<file path="config.mk">
export PLATFORM = sky130hd
export DESIGN_NAME = sic_top
export DESIGN_NICKNAME = d
export VERILOG_FILES = /design/src/rtl/sic_pkg.sv /design/src/rtl/sic_decode.sv /design/src/rtl/sic_regfile.sv /design/src/rtl/sic_route.sv /design/src/rtl/sic_top.sv
export SDC_FILE = /design/constraint.sdc
export NUM_CORES = 1
export LEC_CHECK = 0
export CAP_MARGIN = 5
export CORE_MARGIN = 2
export CORE_UTILIZATION = 35
export CTS_CLUSTER_SIZE = 40
export DETAILED_ROUTE_END_ITERATION = 8
export DONT_BUFFER_PORTS = 1
export GPL_TIMING_DRIVEN = 0
export PLACE_DENSITY_LB_ADDON = 0.2
export SYNTH_ARGS = -nofsm -noshare
export SYNTH_HDL_FRONTEND = slang
export SYNTH_SLANG_ARGS = --single-unit
</file>
<file path="constraint.sdc">
create_clock -name clk -period 7.7 [get_ports clk]
set_clock_uncertainty 0.2 [all_clocks]
set_input_delay 1.54 -clock clk [delete_from_list [all_inputs] [get_ports clk]]
set_output_delay 1.54 -clock clk [all_outputs]
set_load 0.02 [all_outputs]
</file>
<file path="src/rtl/sic_pkg.sv">
package sic_pkg;

    // Word indices with a defined meaning (byte address bits [5:2]).
    typedef enum logic [3:0] {
        W_STATUS = 4'd0,
        W_RAW    = 4'd1,
        W_ENSET  = 4'd2,
        W_ENCLR  = 4'd3,
        W_SWSET  = 4'd4,
        W_SWCLR  = 4'd5,
        W_PTSET  = 4'd8,
        W_PTCLR  = 4'd9
    } sic_word_e;

    // One write strobe per state-changing register word.
    typedef struct packed {
        logic en_set;
        logic en_clr;
        logic sw_set;
        logic sw_clr;
        logic pt_set;
        logic pt_clr;
    } sic_wr_t;

endpackage

</file>
<file path="src/rtl/sic_decode.sv">
module sic_decode
    import sic_pkg::*;
#(
    parameter int ADDR_W = 12
) (
    input  logic              sel,
    input  logic              wr_en,
    input  logic [ADDR_W-1:0] addr,
    output sic_wr_t           wr_stb,
    output logic              rd_hit,
    output logic [3:0]        rd_word
);

    localparam int WORD_W = ADDR_W - 2;

    logic [WORD_W-1:0] word_idx;
    logic              in_low;
    logic              unused_byte_lane;

    assign word_idx         = addr[ADDR_W-1:2];
    assign unused_byte_lane = ^addr[1:0];
    assign in_low           = ((word_idx >> 4) == '0);
    assign rd_word          = word_idx[3:0];

    always_comb begin
        wr_stb = '0;
        rd_hit = 1'b0;
        if (sel && in_low) begin
            if (wr_en) begin
                case (rd_word)
                    W_ENSET: wr_stb.en_set = 1'b1;
                    W_ENCLR: wr_stb.en_clr = 1'b1;
                    W_SWSET: wr_stb.sw_set = 1'b1;
                    W_SWCLR: wr_stb.sw_clr = 1'b1;
                    W_PTSET: wr_stb.pt_set = 1'b1;
                    W_PTCLR: wr_stb.pt_clr = 1'b1;
                    default: ;
                endcase
            end else begin
                rd_hit = 1'b1;
            end
        end
    end

endmodule

</file>
<file path="src/rtl/sic_regfile.sv">
module sic_regfile
    import sic_pkg::*;
#(
    parameter int N_LINES = 32,
    parameter int PT_LO   = 21,
    parameter int PT_HI   = 30
) (
    input  logic               clk,
    input  logic               rst_n,
    input  sic_wr_t            wr_stb,
    input  logic [N_LINES-1:0] wdata,
    output logic [N_LINES-1:0] mask_q,
    output logic [N_LINES-1:0] soft_q,
    output logic [N_LINES-1:0] pten_q
);

    logic [N_LINES-1:0] pt_allow;
    logic               any_wr;

    for (genvar i = 0; i < N_LINES; i++) begin : g_allow
        assign pt_allow[i] = (i >= PT_LO) && (i <= PT_HI);
    end

    assign any_wr = wr_stb.en_set | wr_stb.en_clr | wr_stb.sw_set |
                    wr_stb.sw_clr | wr_stb.pt_set | wr_stb.pt_clr;

    always_ff @(posedge clk or negedge rst_n) begin
        if (!rst_n) begin
            mask_q <= '0;
            soft_q <= '0;
            pten_q <= '0;
        end else begin
            if (wr_stb.en_set) mask_q <= mask_q | wdata;
            if (wr_stb.en_clr) mask_q <= mask_q & ~wdata;
            if (wr_stb.sw_set) soft_q <= soft_q | wdata;
            if (wr_stb.sw_clr) soft_q <= soft_q & ~wdata;
            if (wr_stb.pt_set) pten_q <= pten_q | (wdata & pt_allow);
            if (wr_stb.pt_clr) pten_q <= pten_q & ~wdata;
        end
    end

    assert_mask_clr_R4: assert property (@(posedge clk) disable iff (!rst_n)
        wr_stb.en_clr |=> ((mask_q & $past(wdata)) == '0));

    assert_soft_set_R5: assert property (@(posedge clk) disable iff (!rst_n)
        wr_stb.sw_set |=> ((soft_q & $past(wdata)) == $past(wdata)));

    assert_pten_set_R6: assert property (@(posedge clk) disable iff (!rst_n)
        wr_stb.pt_set |=> (((pten_q & $past(wdata) & pt_allow) == ($past(wdata) & pt_allow))
                           && ((pten_q & ~pt_allow) == '0)));

    assert_pten_clr_R7: assert property (@(posedge clk) disable iff (!rst_n)
        wr_stb.pt_clr |=> ((pten_q & $past(wdata)) == '0));

    assert_idle_hold_R10: assert property (@(posedge clk) disable iff (!rst_n)
        !any_wr |=> ($stable(mask_q) && $stable(soft_q) && $stable(pten_q)));

endmodule

</file>
<file path="src/rtl/sic_route.sv">
module sic_route #(
    parameter int N_LINES = 32,
    parameter int PT_LO   = 21,
    parameter int PT_HI   = 30
) (
    input  logic [N_LINES-1:0] level,
    input  logic [N_LINES-1:0] pten,
    output logic [N_LINES-1:0] route
);

    for (genvar i = 0; i < N_LINES; i++) begin : g_line
        localparam bit IN_RANGE = (i >= PT_LO) && (i <= PT_HI);
        assign route[i] = IN_RANGE & pten[i] & level[i];
    end

endmodule

</file>
<file path="src/rtl/sic_top.sv">
module sic_top
    import sic_pkg::*;
#(
    parameter int N_LINES = 32,
    parameter int ADDR_W  = 12,
    parameter int PT_LO   = 21,
    parameter int PT_HI   = 30
) (
    input  logic               clk,
    input  logic               rst_n,
    input  logic [N_LINES-1:0] irq_in,
    input  logic               bus_sel,
    input  logic               bus_wr,
    input  logic [ADDR_W-1:0]  bus_addr,
    input  logic [N_LINES-1:0] bus_wdata,
    output logic [N_LINES-1:0] bus_rdata,
    output logic               irq_combined,
    output logic [N_LINES-1:0] irq_route
);

    sic_wr_t            wr_stb;
    logic               rd_hit;
    logic [3:0]         rd_word;
    logic [N_LINES-1:0] mask_q;
    logic [N_LINES-1:0] soft_q;
    logic [N_LINES-1:0] pten_q;
    logic [N_LINES-1:0] level;
    logic [N_LINES-1:0] status;

    sic_decode #(.ADDR_W(ADDR_W)) u_decode (
        .sel     (bus_sel),
        .wr_en   (bus_wr),
        .addr    (bus_addr),
        .wr_stb  (wr_stb),
        .rd_hit  (rd_hit),
        .rd_word (rd_word)
    );

    sic_regfile #(.N_LINES(N_LINES), .PT_LO(PT_LO), .PT_HI(PT_HI)) u_regs (
        .clk    (clk),
        .rst_n  (rst_n),
        .wr_stb (wr_stb),
        .wdata  (bus_wdata),
        .mask_q (mask_q),
        .soft_q (soft_q),
        .pten_q (pten_q)
    );

    assign level        = irq_in | soft_q;
    assign status       = level & mask_q;
    assign irq_combined = |status;

    sic_route #(.N_LINES(N_LINES), .PT_LO(PT_LO), .PT_HI(PT_HI)) u_route (
        .level (level),
        .pten  (pten_q),
        .route (irq_route)
    );

    always_comb begin
        bus_rdata = '0;
        if (rd_hit) begin
            case (rd_word)
                W_STATUS: bus_rdata = status;
                W_RAW:    bus_rdata = level;
                W_ENSET:  bus_rdata = mask_q;
                W_SWSET:  bus_rdata = soft_q;
                W_PTSET:  bus_rdata = pten_q;
                default:  bus_rdata = '0;
            endcase
        end
    end

endmodule

</file>
== Word-level counts from Yosys, hierarchy flattened ==
Cells that the tools add are included.

* Equal/unequal tests: 7
* Bitwise operators: 19
* Mux-type cells: 18
* Reduce and logical (&&, ||, !) cells: 7

{| class="wikitable"
|+ Operators with widths
! operator !! number
|-
| $mux 32 || 7
|-
| $pmux 32 s5 || 1
|-
| $and 32x32->32 || 4
|-
| $or 32x32->32 || 3
|-
| $not 32->32 || 1
|-
| $or 32x31->32 || 1
|-
| $reduce_or 32->1 || 1
|-
| $mux 6 || 2
|-
| $and 1x1->1 || 10
|-
| $logic_not 10->1 || 1
|-
| $eq 4x2->1 const B || 2
|-
| $eq 4x3->1 const B || 2
|-
| $eq 4x4->1 const B || 2
|-
| $mux 1 || 8
|-
| $reduce_bool 2->1 || 3
|-
| $eq 4x1->1 const B || 1
|-
| $logic_not 4->1 || 1
|-
| $logic_and 1x1->1 || 1
|}

* Register bits after elaboration: 96
* Word-level logic and storage cells: 54
* Output and inout bits: 65

== Logic depth before layout (Yosys ltp) ==
Gate-level depths: netlist of run 1.

* Depth in word-level cells: 6
* Mapped depth: 7
* Depth with buffers taken out: 4

== By module ==
Synthesis of run 1 repeated with hierarchy kept, for this count alone.

* Cells, all modules: 569
* Area total of the unflattened synthesis: 5305.1 um2

{| class="wikitable"
|+ Modules (own cells, without submodules)
! module !! sequential area each (um2) !! cells each !! area each (um2) !! times used
|-
| sic_regfile || 2402.3 || 282 || 3424.5 || 1
|-
| sic_top || 0.0 || 234 || 1516.5 || 1
|-
| sic_route || 0.0 || 33 || 231.5 || 1
|-
| sic_decode || 0.0 || 20 || 132.6 || 1
|}

== Worst setup path after synthesis of run 1 ==
OpenSTA, ideal clock, no wires.

* Path type: input to output
* Start: input bus_addr[5]
* End: output bus_rdata[15]
* Required time: 5.960 ns
* Path slack: 2.693 ns
* Cell stages on the path: 7
* Arrival: 3.267 ns
* Buffers on the path: 3
* Path through: clkbuf_1 > nor3_1 > and2_1 > clkbuf_1 > clkbuf_1 > a222oi_1 > a21oi_1

* Word-level cells in the longest chain between the ends: 3

{| class="wikitable"
|+ Ends and longest elaborated chain
! item !! RTL line !! source
|-
| start, declared || sic_top.sv:14 || <nowiki>input logic [ADDR_W-1:0] bus_addr,</nowiki>
|-
| $eq 4x4->1, or another cell as far along || sic_top.sv:62 || <nowiki>case (rd_word)</nowiki>
|-
| $pmux 32 s5 * || sic_top.sv:62 ||
|-
| $mux 32 * || sic_top.sv:61 || <nowiki>if (rd_hit) begin</nowiki>
|-
| end, declared || sic_top.sv:16 || <nowiki>output logic [N_LINES-1:0] bus_rdata,</nowiki>
|}

Every way passes the cells marked *; elsewhere a longest branch is shown, timed or not.

== Worst setup path in the final report of run 1 ==
* Start: input bus_addr[5]
* End: output bus_rdata[20]

The elaborated chain is that of the path after synthesis.

==> impl_metrics.tcl, run 1 <==
set metrics [dict create \
    critPathMaxStageDelay_ps 920 \
    die_w_um 128 \
    layout_worst_path_cycle_share_pct 81.3 \
    rrSetupSlack_ps 6730 \
    crit_buf_inv 3 \
    diodes 0 \
    start_util_pct 35.6 \
    critical-path-slowest-cell "nor3_1" \
    critPathRequiredTime_ps 5960 \
    hold_path_startpoint "u_regs.pten_q[16]$_DFFE_PN0P_" \
    synth_cell_types 43 \
    period_minus_slack_ps 6260 \
    vias_per_cell 6.08 \
    wl_mm 19.1 \
    first_global_vias 4898 \
    die_h_um 128 \
    die_area_mm2 0.0164 \
    route.detailed.drc 0 \
    syn_inst 582 \
    clock_latency_ps 360 \
    hold_depth 1 \
    grt_pass1_wl_mm 28.8 \
    status "finished clean" \
    worstPathMaxFanout 10 \
    ys.warnings.count 0 \
    crit_chain "clkbuf_1 > nor3_1 > and2_1 > clkbuf_1 > clkbuf_1 > a222oi_1 > a21oi_1" \
    grt_use_total_pct 23.4 \
    synth_edf_count 0 \
    cts.repair.resized 0 \
    seq_area_frac_synth_pct 44.7 \
    fin_setup_tns_ps 0 \
    pin_count 145 \
    drv_slew 0 \
    cp_top_family "simple AND/OR/NAND/NOR gates" \
    max_freq_mhz 160 \
    cts_made_buffers 9 \
    drive_above_1_share_pct 8.89 \
    rows 45 \
    peakVddDrop_mv 0.127 \
    drtIter0Drc 462 \
    grt_start_max_net_pins 97 \
    power_density_mw_per_mm2 180 \
    synth-main-ff-cell "dfrtp_1" \
    grt_antenna_before_repair 0 \
    n_fill_cell 1487 \
    cts_root_buf "clkbuf_16" \
    grt_overflow_total 0 \
    startpoint_type "input pin" \
    coreArea_mm2 0.0151 \
    setup_violations 0 \
    dr.pass1.iters 6 \
    end_kind "primary output" \
    wl_per_cell_um 23.6 \
    final_nets 694 \
    synth-seq-cells 96 \
    cts_tree "yes" \
    worstMarginPinSlew_ps 1370 \
    rsz0062_at_grt "false" \
    postCtsSetupRepairBufs 0 \
    cap_violations 0 \
    hpwl_mm 13.2 \
    clock-sinks 96 \
    htree_levels 3 \
    leakage_nw 2.86 \
    cts_buffer_depth 2 \
    area_growth_pct 12.1 \
    async_flop_share_pct 100 \
    ant_nets 0 \
    path_clk_slew_ps 70 \
    hold_violations 0 \
    worstHoldEndpoint "u_regs.pten_q[16]$_DFFE_PN0P_" \
    syn_area_mm2 0.00538 \
    reg2reg_depth 2 \
    path_class "input pin to primary output" \
    io_buffers 0 \
    whs_ps 334 \
    avgSynthCellArea_um2 9.24 \
    maxSlewHeadroom_pct 8.24 \
    hold_buffers 0 \
    crit_path_frequent_cell "clkbuf_1" \
    via_count 4905 \
    hold_path.class "flip-flop to flip-flop" \
    design_power_total_mw 1.09 \
    gp_congestion 0.917 \
    cp.arrival_ps 4520 \
]
-- cells in the mapped netlist (3+ instances only) --
library cell  count  area, um2
a21oi_1          80        400
o311ai_0         11       96.3
o21a_1           10       75.1
buf_4            22        165
nand2_1          45        169
a22oi_1           6       45.0
a21o_1           23        173
clkbuf_1         32        120
nor4_1            3       18.8
buf_2             8       40.0
a21boi_0         22        165
nand4_1           8       50.1
nor4b_2           3       45.0
o21ai_0          51        255
a222oi_1         18        180
mux2i_1          32        320
inv_1            33        124
or2_0             5       31.3
dfrtp_1          96       2400
a31oi_1          44        275
or2_2             3       18.8
-- power breakdown --
group          switching, mW  total (mW)  internal (mW)
logic                 0.0479      0.0746         0.0267
registers            0.00436       0.512          0.508
clock network          0.212       0.501          0.289
total                  0.265        1.09          0.824
-- cell usage in the layout (no fill, tap or decap), types with 8 or more instances in the layout --
| master | instances |
|---|---|
| a21boi_0 | 22 |
| a21o_1 | 23 |
| a21oi_1 | 80 |
| a222oi_1 | 18 |
| a31oi_1 | 44 |
| buf_2 | 8 |
| buf_4 | 22 |
| clkbuf_1 | 32 |
| clkbuf_16 | 9 |
| conb_1 | 22 |
| dfrtp_1 | 96 |
| inv_1 | 33 |
| mux2i_1 | 32 |
| nand2_1 | 45 |
| nand4_1 | 8 |
| o21a_1 | 10 |
| o21ai_0 | 51 |
| o311ai_0 | 11 |
-- stage by stage --
stage          instances  utilization [%]  worst slack (ps)  area (um2)
6_report             807             40.0              1440        6030
5_1_grt              807             40.0              1310        6030
4_1_cts              807             40.0              1540        6030
3_5_place_dp         791             37.8              1550        5700
3_3_place_gp         791             37.7              1650        5690
2_1_floorplan        603                -              2690        5460
-- how the worst max path moves through the flow --
stage	start	end	slack (ps)	cells after the start
after floorplan	bus_addr[5]	bus_rdata[15]	2690	7
after global placement	bus_addr[5]	bus_rdata[20]	1650	7
after detailed placement	bus_addr[5]	bus_rdata[11]	1550	7
after CTS	bus_addr[5]	bus_rdata[11]	1540	7
after global routing	bus_addr[5]	bus_rdata[20]	1310	7
final	bus_addr[5]	bus_rdata[20]	1440	7
-- logic make-up after synthesis --
kind of cell / after synthesis / synth area share (%)
buf+inv: 97 / 8.49
other cells: 1 / 0.0697
compound gates: 271 / 32.0
fa+ha+maj: 1 / 0.186
simple gates: 84 / 8.68
flops: 96 / 44.7
mux: 32 / 5.95
-- layout make-up --
| class | count | area [um2] | area share, % |
|---|---|---|---|
| clock inverter | 7 | 104 | 1.72 |
| inverter | 33 | 124 | 2.05 |
| buffer | 64 | 333 | 5.52 |
| sequential | 96 | 2400 | 39.9 |
| multi-input combinational | 410 | 2610 | 43.2 |
| clock buffer | 9 | 225 | 3.74 |
| tap | 188 | 235 | 3.90 |
-- per-layer routing --
metal	wire length (um)	track usage (%)	vias up
li1	-	-	2206
met1	7890	29.9	2429
met2	8780	37.0	244
met3	2050	8.31	26
met4	346	8.27	0
met5	0	0	-
No activity file was read; power rests on OpenSTA's default activity.
==> run 2: changes to the inputs <==
==> constraint.sdc (replaced) <==
create_clock -name clk -period 5.35 [get_ports clk]
set_clock_uncertainty 0.2 [all_clocks]
set_input_delay 1.07 -clock clk [delete_from_list [all_inputs] [get_ports clk]]
set_output_delay 1.07 -clock clk [all_outputs]
set_load 0.02 [all_outputs]
==> run 2 against run 1 <==
Non-clock buffer count did not move. Register-to-register slack got worse by 2400 ps. Via count is 0.53% lower. Routed wire length fell by 0.35%. First-iteration DRC count shrank 2.6%. Critical path depth is the same. Global-route usage stayed put. Total power is 44% higher. Cell count is the same. Cell area barely moved. Sequential share of layout area about the same. Critical endpoint is now bus_rdata[11]. Largest power group unchanged.
==> impl_metrics.tcl, run 2 (synthesized netlist as in run 1, its figures left out) <==
set metrics [dict create \
    status "finished clean" \
    final_nets 694 \
    postCtsSetupRepairBufs 0 \
    cap_violations 0 \
    whs_ps 211 \
    maxSlewHeadroom_pct 12.7 \
    pin_count 145 \
    drive_above_1_share_pct 9.05 \
    crit_path_start "bus_addr[5]" \
    hold_violations 0 \
    start_util_pct 35.6 \
    endpoint "bus_rdata[11]" \
    post-place-cells 791 \
    end_kind "primary output" \
    grt_pass1_wl_mm 28.8 \
    utilization_pct 40.0 \
    coreArea_mm2 0.0151 \
    cts_buffer_depth 2 \
    ant_nets 0 \
    rows 45 \
    multi_input_area_mm2 0.00261 \
    critical-path-slowest-cell "nor3_2" \
    power_density_mw_per_mm2 260 \
    vias_per_cell 6.05 \
    critPathRequiredTime_ps 4080 \
    die_w_um 128 \
    cts_tree "yes" \
    rrSetupSlack_ps 4380 \
    area_growth_pct 12.2 \
    design_power_total_mw 1.57 \
    route.detailed.drc 0 \
    die_area_mm2 0.0164 \
    crit_chain "clkbuf_1 > nor3_2 > and2_1 > clkbuf_1 > clkbuf_1 > a222oi_1 > a21oi_1" \
    drv_slew 0 \
    path_clk_slew_ps 70 \
    clock-sinks 96 \
    crit_path_frequent_cell "clkbuf_1" \
    leakage_nw 2.86 \
    grt_use_total_pct 23.4 \
    gp_congestion 0.917 \
    reg2reg_depth 2 \
    first_global_vias 4898 \
    die_h_um 128 \
    diodes 0 \
    setup_ws_ps 331 \
    cts_root_buf "clkbuf_16" \
    grt_start_max_net_pins 97 \
    dpl_cell_area_mm2 0.00570 \
    cts_made_buffers 9 \
    layout_worst_path_cycle_share_pct 93.8 \
    rsz0062_at_grt "false" \
    startpoint_type "input pin" \
    critPathMaxStageDelay_ps 600 \
    final_common_cell "dfrtp_1" \
    period_minus_slack_ps 5020 \
    instances_no_fill 807 \
    final_area_mm2 0.00603 \
    clock_latency_ps 350 \
    pre_cts_ws_ps 140 \
    path_class "input pin to primary output" \
    dr.pass1.iters 6 \
    grt_antenna_before_repair 0 \
    grt_overflow_total 0 \
    n_fill_cell 1486 \
    htree_levels 3 \
    regArea_mm2 0.00240 \
    hold_buffers 0 \
    mostFrequentLayoutCells "dfrtp_1 (96), a21oi_1 (80), o21ai_0 (51)" \
    hpwl_mm 13.2 \
    io_buffers 0 \
    via_count 4879 \
    drtIter0Drc 450 \
    peakVddDrop_mv 0.183 \
    max_freq_mhz 199 \
    wl_mm 19.0 \
    fin_setup_tns_ps 0 \
    setup_violations 0 \
    worstPathMaxFanout 10 \
    worstMarginPinSlew_ps 1310 \
    cts.repair.resized 0 \
    hold_path.class "input pin to async pin" \
    wl_per_cell_um 23.5 \
    cp.arrival_ps 3750 \
]
## run 2: worst min path at each step
stage,startpoint,end,slack (ps),cells after the start
floorplan,flip-flop,flip-flop,310,2
global placement,u_regs.pten_q[4]$_DFFE_PN0P_,u_regs.pten_q[4]$_DFFE_PN0P_,320,1
CTS,rst_n,async pin,190,0
finish,rst_n,u_regs.pten_q[8]$_DFFE_PN0P_,210,0
global route,rst_n,u_regs.pten_q[1]$_DFFE_PN0P_,200,0
detailed placement,u_regs.pten_q[20]$_DFFE_PN0P_,u_regs.pten_q[20]$_DFFE_PN0P_,320,1
## run 2: where the power goes
| part | internal (mW) | switching, mW | leakage [nW] |
|---|---|---|---|
| sequential | 0.731 | 0.00628 | 1.17 |
| clock | 0.416 | 0.306 | 0.154 |
| combinational | 0.0384 | 0.0690 | 1.53 |
| total | 1.19 | 0.381 | 2.86 |
## run 2: layout make-up
cell class / instances / share of cell area, %
inverter: 33 / 2.05
tap: 188 / 3.90
buffer: 64 / 5.52
clock buffer: 9 / 3.73
clock inverter: 7 / 1.72
multi-input combinational: 410 / 43.3
sequential: 96 / 39.8
## run 2: per-layer routing
| layer | vias up | GRT usage (%) | wire [um] |
|---|---|---|---|
| li1 | 2208 | - | - |
| met1 | 2412 | 29.9 | 7900 |
| met2 | 234 | 37.0 | 8740 |
| met3 | 25 | 8.31 | 1990 |
| met4 | 0 | 8.27 | 363 |
| met5 | - | 0 | 0 |
## run 2: critical path: cells and delay by family
| kind | cells | cell delay, ps |
|---|---|---|
| buffers and inverters | 3 | 1180 |
| AND/OR/NAND/NOR | 2 | 810 |
| AO/OA/AOI/OAI | 2 | 690 |
